`config.mk`:
```
export PLATFORM = sky130hd
export DESIGN_NAME = prog_fetch_seq
export DESIGN_NICKNAME = d
export VERILOG_FILES = /design/src/rtl/fetch_pkg.sv /design/src/rtl/fetch_seq_ctrl.sv /design/src/rtl/fetch_digit_sub.sv /design/src/rtl/fetch_cfg_dec.sv /design/src/rtl/prog_fetch_seq.sv
export SDC_FILE = /design/constraint.sdc
export NUM_CORES = 1
export LEC_CHECK = 0
export CAP_MARGIN = 15
export CORE_UTILIZATION = 53
export DETAILED_ROUTE_END_ITERATION = 10
export PLACE_DENSITY = 0.79
export SYNTH_ARGS = -nofsm -noshare
export SYNTH_HDL_FRONTEND = slang
export SYNTH_SLANG_ARGS = --single-unit
export TNS_END_PERCENT = 50
```
`constraint.sdc`:
```
create_clock -name clk -period 3.7 [get_ports clk]
set_clock_uncertainty 0.05 [all_clocks]
set_input_delay 0.555 -clock clk [delete_from_list [all_inputs] [get_ports clk]]
set_output_delay 0.555 -clock clk [all_outputs]
set_load 0.05 [all_outputs]
```
`src/rtl/fetch_pkg.sv`:
```
package fetch_pkg;

   // half-channel selection codes as read at the pins in period 6
   typedef enum logic [1:0] {
      HC_OFF  = 2'b00,
      HC_EVEN = 2'b01,
      HC_TEST = 2'b10,
      HC_ODD  = 2'b11
   } half_code_e;

   function automatic logic [3:0] ratio_decode(input logic [1:0] sel);
      case (sel)
         2'b00:   return 4'd1;
         2'b01:   return 4'd2;
         2'b10:   return 4'd5;
         default: return 4'd10;
      endcase
   endfunction

endpackage

```
`src/rtl/fetch_seq_ctrl.sv`:
```
module fetch_seq_ctrl #(
   parameter int NPER = 7,
   localparam int CW = $clog2(NPER + 1)
) (
   input  logic            clk,
   input  logic            rst_n,
   input  logic            prog_clk,
   input  logic            prog_en,
   output logic [CW-1:0]   per,
   output logic [NPER-1:0] addr_n,
   output logic            load_stb,
   output logic            dig_cap,
   output logic            cfg_load,
   output logic            commit
);
   localparam logic [CW-1:0] IDLE = CW'(NPER);
   localparam logic [CW-1:0] CFG  = CW'(NPER - 1);

   logic pc_q, halt_q, rise, fall;

   assign rise = prog_clk & ~pc_q;
   assign fall = ~prog_clk & pc_q;

   always_ff @(posedge clk) begin
      if (!rst_n) begin
         pc_q   <= 1'b0;
         halt_q <= 1'b0;
         per    <= IDLE;
      end else begin
         pc_q <= prog_clk;
         if (rise) begin
            if (prog_en) begin
               per    <= (per == IDLE) ? '0 : per + 1'b1;
               halt_q <= 1'b0;
            end else begin
               halt_q <= 1'b1;
            end
         end else if (fall && halt_q) begin
            per    <= CFG;
            halt_q <= 1'b0;
         end
      end
   end

   assign dig_cap  = fall & ~halt_q & (per < CFG);
   assign cfg_load = (per == CFG) & ~pc_q;
   assign commit   = rise & prog_en & (per == CFG);
   assign load_stb = ~pc_q & (per != IDLE);

   for (genvar k = 0; k < NPER; k++) begin : g_addr
      assign addr_n[k] = (per != CW'(k));
   end

   assert_strobe_R1: assert property (@(posedge clk) disable iff (!rst_n)
      $onehot0(~addr_n));
   assert_advance_R1: assert property (@(posedge clk) disable iff (!rst_n)
      (rise && prog_en) |=> (per != $past(per)));
   assert_hold_R3: assert property (@(posedge clk) disable iff (!rst_n)
      (rise && !prog_en) |=> (per == $past(per)));
   assert_park_R3: assert property (@(posedge clk) disable iff (!rst_n)
      (fall && halt_q) |=> (per == CFG));
   assert_strobe_low_R2: assert property (@(posedge clk) disable iff (!rst_n)
      $rose(load_stb) |-> $fell(pc_q) || $changed(per));

endmodule

```
`src/rtl/fetch_digit_sub.sv`:
```
module fetch_digit_sub #(
   parameter int DW       = 4,
   parameter int NDIG     = 6,
   parameter int DEC_BASE = 10,
   localparam int CW = $clog2(NDIG + 2)
) (
   input  logic               clk,
   input  logic               rst_n,
   input  logic               cap,
   input  logic [CW-1:0]      per,
   input  logic [DW-1:0]      a_n,
   input  logic [DW-1:0]      b_n,
   input  logic               sin,
   input  logic               commit,
   input  logic [DW-1:0]      m_low,
   output logic [NDIG*DW-1:0] digits_o,
   output logic               borrow_o,
   output logic               slave_o
);
   initial begin
      assert (DW >= 4 && DEC_BASE <= (1 << DW) && NDIG >= 6)
         else $error("fetch_digit_sub: unsupported parameters");
   end

   localparam logic [CW-1:0] LAST = CW'(NDIG - 1);

   logic [DW-1:0] a, b;
   logic          bin, neg;
   logic [DW:0]   diff;
   logic [DW-1:0] dec_val;
   logic          brw_q, neg0, slv_s;
   logic [DW-1:0] raw0;
   logic [DW-1:0] staged [NDIG];

   assign a       = ~a_n;
   assign b       = ~b_n;
   assign bin     = (per == '0) ? sin : brw_q;
   assign diff    = {1'b0, a} - {1'b0, b} - {{DW{1'b0}}, bin};
   assign neg     = diff[DW];
   assign dec_val = neg ? diff[DW-1:0] + DW'(DEC_BASE) : diff[DW-1:0];

   always_ff @(posedge clk) begin
      if (!rst_n) begin
         brw_q    <= 1'b0;
         neg0     <= 1'b0;
         raw0     <= '0;
         borrow_o <= 1'b0;
         slv_s    <= 1'b0;
      end else if (cap) begin
         brw_q <= neg;
         if (per == '0) begin
            raw0 <= diff[DW-1:0];
            neg0 <= neg;
         end
         if (per == LAST) borrow_o <= neg;
         case (per)
            CW'(2): slv_s <= (a == DW'(11)) && (b == DW'(10));
            CW'(3), CW'(4): slv_s <= slv_s && (a == '0) && (b == '0);
            CW'(5): slv_s <= slv_s && (b == '0);
            default: ;
         endcase
      end
   end

   assign staged[0] = raw0 + (neg0 ? m_low : '0);

   for (genvar k = 1; k < NDIG; k++) begin : g_dig
      logic [DW-1:0] stg;
      always_ff @(posedge clk) begin
         if (!rst_n)                    stg <= '0;
         else if (cap && per == CW'(k)) stg <= dec_val;
      end
      assign staged[k] = stg;
   end

   always_ff @(posedge clk) begin
      if (!rst_n) begin
         digits_o <= '0;
         slave_o  <= 1'b0;
      end else if (commit) begin
         for (int k = 0; k < NDIG; k++) digits_o[k*DW +: DW] <= staged[k];
         slave_o <= slv_s;
      end
   end

   assert_digits_hold_R11: assert property (@(posedge clk) disable iff (!rst_n)
      !commit |=> $stable(digits_o) && $stable(slave_o));
   assert_borrow_hold_R6: assert property (@(posedge clk) disable iff (!rst_n)
      !(cap && per == LAST) |=> $stable(borrow_o));

endmodule

```
`src/rtl/fetch_cfg_dec.sv`:
```
module fetch_cfg_dec
   import fetch_pkg::*;
#(
   parameter int DW = 4
) (
   input  logic          clk,
   input  logic          rst_n,
   input  logic          cfg_load,
   input  logic          commit,
   input  logic [DW-1:0] a_n,
   input  logic [3:0]    b_pin,
   output logic [DW-1:0] m_low,
   output logic [DW:0]   m_o,
   output logic [3:0]    ratio_o,
   output logic          half_en_o,
   output logic          half_off_o,
   output logic          test_o
);
   localparam logic [DW:0] M_FULL = {1'b1, {DW{1'b0}}};

   logic [DW:0] m_stg;
   logic [3:0]  b_stg;
   logic [DW:0] m_next;
   half_code_e  hc;

   assign m_next = (~a_n == '0) ? M_FULL : {1'b0, ~a_n};
   assign m_low  = m_stg[DW-1:0];
   assign hc     = half_code_e'(b_stg[1:0]);

   always_ff @(posedge clk) begin
      if (!rst_n) begin
         m_stg <= M_FULL;
         b_stg <= '0;
      end else if (cfg_load) begin
         m_stg <= m_next;
         b_stg <= b_pin;
      end
   end

   always_ff @(posedge clk) begin
      if (!rst_n) begin
         m_o        <= M_FULL;
         ratio_o    <= 4'd1;
         half_en_o  <= 1'b0;
         half_off_o <= 1'b0;
         test_o     <= 1'b0;
      end else if (commit) begin
         m_o        <= m_stg;
         ratio_o    <= ratio_decode(b_stg[3:2]);
         half_en_o  <= (hc == HC_EVEN) || (hc == HC_ODD);
         half_off_o <= (hc == HC_ODD);
         test_o     <= (hc == HC_TEST);
      end
   end

   assert_m_range_R9: assert property (@(posedge clk) disable iff (!rst_n)
      (m_o != '0) && (m_o <= M_FULL));
   assert_half_excl_R8: assert property (@(posedge clk) disable iff (!rst_n)
      !(test_o && (half_en_o || half_off_o)) && !(half_off_o && !half_en_o));
   assert_cfg_hold_R11: assert property (@(posedge clk) disable iff (!rst_n)
      !commit |=> $stable(m_o) && $stable(ratio_o) && $stable(test_o));

endmodule

```
`src/rtl/prog_fetch_seq.sv`:
```
module prog_fetch_seq #(
   parameter int DW   = 4,
   parameter int NDIG = 6,
   localparam int NPER = NDIG + 1
) (
   input  logic               clk,
   input  logic               rst_n,
   input  logic               prog_clk,
   input  logic               prog_en,
   input  logic [DW-1:0]      a_n,
   input  logic [DW-1:0]      b_n,
   input  logic               sin,
   output logic [NPER-1:0]    addr_n,
   output logic               load_stb,
   output logic [NDIG*DW-1:0] digits_o,
   output logic               borrow_o,
   output logic               slave_o,
   output logic [DW:0]        m_o,
   output logic [3:0]         ratio_o,
   output logic               half_en_o,
   output logic               half_off_o,
   output logic               test_o
);
   localparam int CW = $clog2(NPER + 1);

   logic [CW-1:0] per;
   logic          dig_cap, cfg_load, commit;
   logic [DW-1:0] m_low;

   fetch_seq_ctrl #(.NPER(NPER)) u_ctrl (
      .clk(clk), .rst_n(rst_n), .prog_clk(prog_clk), .prog_en(prog_en),
      .per(per), .addr_n(addr_n), .load_stb(load_stb),
      .dig_cap(dig_cap), .cfg_load(cfg_load), .commit(commit)
   );

   fetch_digit_sub #(.DW(DW), .NDIG(NDIG), .DEC_BASE(10)) u_sub (
      .clk(clk), .rst_n(rst_n), .cap(dig_cap), .per(per),
      .a_n(a_n), .b_n(b_n), .sin(sin), .commit(commit), .m_low(m_low),
      .digits_o(digits_o), .borrow_o(borrow_o), .slave_o(slave_o)
   );

   fetch_cfg_dec #(.DW(DW)) u_cfg (
      .clk(clk), .rst_n(rst_n), .cfg_load(cfg_load), .commit(commit),
      .a_n(a_n), .b_pin(b_n[3:0]), .m_low(m_low), .m_o(m_o),
      .ratio_o(ratio_o), .half_en_o(half_en_o), .half_off_o(half_off_o),
      .test_o(test_o)
   );

endmodule

```
==> metrics.md <==
| Metric | Value |
|---|---|
| # hold bufs at CTS | `0` |
| Internal | `between 1 and 1.5 mW` |
| Most used cell, CP | `fa_1` |
| Design Area, Final | `~4400 sq um` |
| Post-Syn Area | `approximately 3600 sq um` |
| FP Rows | `29` |
| Worst vdd ir | `~0.2 mV` |
| R2R Path End | `u_sub.g_dig[4].stg[2]` |
| Initial antenna violation count | `0` |
| Post-layout util | `between 60 and 70%` |
| IO Pins | `59` |
| Drc violations | `6` |
| Syn Nets | `approximately 430` |
| Clock network power share | `between 30% and 40%` |
| Setup tns final | `0 ps` |
| Unrepaired setup endpoints after global routing | `false` |
| Final Hold Viols | `0` |
| Comb pwr share | `a little under an eighth` |
| CP Depth | `11` |
| CP endpoint kind | `register` |
| Worst Setup EP | `u_sub.g_dig[4].stg[2]` |
| Most frequent cell after synthesis | `nand2_1` |
| H-tree Lvls | `3` |
| Initial core utilization | `between 50% and 60%` |
| Reg-to-Reg Start | `u_ctrl.per[1]` |
| Arr. time, crit path | `roughly 3400 ps` |
| Min Tclk post-route | `3240 ps` |
| Inserted Clock Buffers | `9` |
| Floorplan die height | `84.2 um` |
| Worst R2R Path Depth | `11` |
| Top-area cell type share of the netlist area | `between 40% and 50%` |
| Iteration-0 DRC Markers | `around 160` |
| TritonCTS clock tree | `done` |
| Final Max Tran Viols | `0` |
| Ys Warns | `0` |
| Bufs and invs on worst path | `1` |
| CP Class | `reg -> reg` |
| Synth top area cells | `dfxtp_1 44%, nand2_1 11%, ha_1 5.9%, a21boi_1 4.8%, mux2i_1 4.5%` |
| Delay-heaviest family, CP | `adder cells` |
| Gr usage total | `22.2%` |
| Ys async rst share | `0%` |
| Routability cong. | `roughly 0.82` |
| Critical Path Max Stage Delay | `~460 ps` |
| Gr ovfl total | `0` |
| First-pass GRT wire length | `12.4 mm` |
| Yosys cell types | `44` |
| I/O Buffers | `58` |
| Post-CTS Setup Repair Bufs | `0` |
| Tightest Pin Transition | `roughly 820 ps` |
| Crit-path cells | `inv_1 -> ha_1 -> nand2b_4 -> mux2i_1 -> fa_1 -> fa_1 -> nand2b_1 -> a31oi_1 -> and2_1 -> mux2i_4 -> o22ai_1` |
| R2r setup slk | `460 ps` |
| Switching Share | `roughly a quarter` |
| Clk sinks | `79` |
| CTS root buf | `clkbuf_8` |
| Outcome | `complete, but fails checks` |
| Vias | `2815` |
| Clock-pin slew on the worst setup and hold paths | `~80 ps` |
| Worst Setup Start Kind | `register` |
| Vias per inst | `between 5 and 6` |
| Total iterations of the first detailed-routing run | `7` |
| Share of cells above drive strength 1 | `7.25%` |
| Crit-path slowest cell | `fa_1` |
| Via count of the first global-routing pass | `between 2000 and 3000` |
| Hold Slack | `about 400 ps` |
| CP Max Fanout | `5` |
| Critical Path Source | `u_ctrl.per[1]` |
| Fmax | `between 300 and 400 MHz` |
| HPWL Detailed | `between 5 and 6 mm` |
| Largest net degree at the start of global routing | `56` |
| Resized cells post-CTS | `0` |
| Yosys top cell by area | `dfxtp_1` |
| Placed cell areas | `about 4200 sq um` |
| # setup viols final | `0` |
| Die width | `roughly 84 um` |
| Switching Power | `between 400 and 500 uW` |
| P_leak | `~1.7 nW` |
| Top_reg_cell synth | `dfxtp_1` |
| Routed Antenna Nets | `0` |
| PD cells | `approximately 400 nW/um^2` |
| Failing checks | `DRC` |
| Syn avg cell area | `roughly 9 sq um` |
| Routed len/inst | `between 10 and 15 um` |
| Relative slew margins | `45.5%` |
| Core outline area | `between 6000 and 7000 sq um` |
| N_diodes | `0` |
| Post-synth top cells | `104 x nand2_1, 79 x dfxtp_1, 23 x a21boi_1` |
| Synth Instances | `approximately 400` |
| Register bit total from synthesis | `between 70 and 80` |
| Area growth syn-to-layout | `22.8%` |
| Clock latency on the worst-skew pair | `around 340 ps` |
| Final period util | `87.5%` |
| WP data required | `roughly 3900 ps` |
| Die area | `just over 7000 sq um` |
| EDFF count, synth | `0` |
| Detailed Route WL | `between 7 and 8 mm` |
| Seq/Total Area, Yosys | `about 44%` |
| Sequential share of power | `50.0%` |
| NumNets Final | `just under 500` |
| Max Cap Violations | `0` |
| Clock buffer depth | `2` |
| Min-Delay Path Class | `reg -> reg` |
-- worst register-to-register path, stage by stage, from the launching register on --
cell and delay (ps):
dfxtp_1 420, inv_1 100, ha_1 240, nand2b_4 100
mux2i_1 90, fa_1 460, fa_1 420, nand2b_1 180
a31oi_1 210, and2_1 360, mux2i_4 360, o22ai_1 130
-- cell type report --
| class | count | area (sq um) |
|---|---|---|
| Tap cell | 77 | 96.3 |
| Multi-Input combinational cell | 281 | 1840 |
| Sequential cell | 79 | 1580 |
| Fill cell | 499 | 2020 |
| Inverter | 17 | 63.8 |
| Clock inverter | 5 | 56.3 |
| Timing Repair Buffer | 62 | 613 |
| Clock buffer | 11 | 151 |
-- sequential cells by signal, indices dropped and copies added (netlist names) --
name	flops
u_sub.digits_o	24
u_sub.g_dig.stg	20
u_cfg.m_o	5
u_cfg.m_stg	5
u_cfg.b_stg	4
u_cfg.ratio_o	4
u_sub.raw0	4
u_ctrl.per	3
u_cfg.half_en_o	1
u_cfg.half_off_o	1
u_cfg.test_o	1
u_ctrl.halt_q	1
u_ctrl.pc_q	1
u_sub.borrow_o	1
u_sub.brw_q	1
u_sub.neg0	1
u_sub.slave_o	1
u_sub.slv_s	1
-- kinds of logic after synthesis --
kind of cell    Yosys count  synth area share [%]
flops                    79                  44.1
compound gates           78                  15.1
buf+inv                  38                  4.78
xor+xnor                  8                  2.16
fa+ha+maj                20                  7.61
simple gates            158                  21.1
mux                      17                  5.10
-- layout by cell type (no fill, tap or decap), types with 2 or more instances in the layout --
| master | instances |
|---|---|
| dfxtp_1 | 79 |
| and2_1 | 7 |
| nor2_2 | 2 |
| nor3_1 | 2 |
| xor2_1 | 3 |
| nand2b_1 | 2 |
| clkdlybuf4s50_1 | 57 |
| nand3b_1 | 3 |
| clkbuf_8 | 11 |
| fa_1 | 3 |
| clkinv_2 | 2 |
| o21ai_1 | 3 |
| mux2i_1 | 16 |
| nor2_4 | 3 |
| a21boi_0 | 12 |
| o21ai_0 | 10 |
| nand2_1 | 104 |
| nor2_1 | 3 |
| nor2b_1 | 13 |
| o211a_1 | 8 |
| nand3_1 | 8 |
| ha_1 | 17 |
| o22ai_1 | 9 |
| a21oi_1 | 8 |
| inv_1 | 17 |
| or3_1 | 2 |
| a21boi_1 | 23 |
| xnor2_1 | 4 |
| nand4_1 | 2 |
| buf_4 | 3 |
-- routing by layer --
layer,wire length (um),vias to the layer above,track usage [%]
met4,175,0,10.5
met5,0,-,0
met3,318,16,3.64
li1,-,1426,-
met1,3480,1307,29.5
met2,3390,66,35.5
-- worst min path at each step --
| stage | start | end | slack [ps] | cells after the start |
|---|---|---|---|---|
| after floorplan | u_sub.g_dig[2].stg[3] | u_sub.digits_o[11] | 380 | 2 |
| after global placement | u_sub.digits_o[2] | u_sub.digits_o[2] | 390 | 2 |
| after detailed placement | u_sub.digits_o[2] | u_sub.digits_o[2] | 390 | 2 |
| after CTS | u_sub.digits_o[2] | u_sub.digits_o[2] | 400 | 2 |
| after global routing | u_sub.digits_o[10] | u_sub.digits_o[10] | 420 | 2 |
| final | u_sub.digits_o[2] | u_sub.digits_o[2] | 400 | 2 |
-- through the flow --
stage	instances	setup slack, ps	power (mW)
finish	532	461	1.74
global route	532	285	1.81
CTS	531	461	1.75
detailed placement	515	313	1.10
global placement	515	412	1.09
floorplan	398	688	1.04
-- power groups by stage --
stage	combinational, mW	sequential, mW	clock [mW]
floorplan	0.146	0.892	0
global placement	0.200	0.890	0
detailed placement	0.206	0.890	0
CTS	0.207	0.870	0.670
global route	0.227	0.872	0.713
finish	0.207	0.870	0.664
Power figures use the tool's default switching activity.
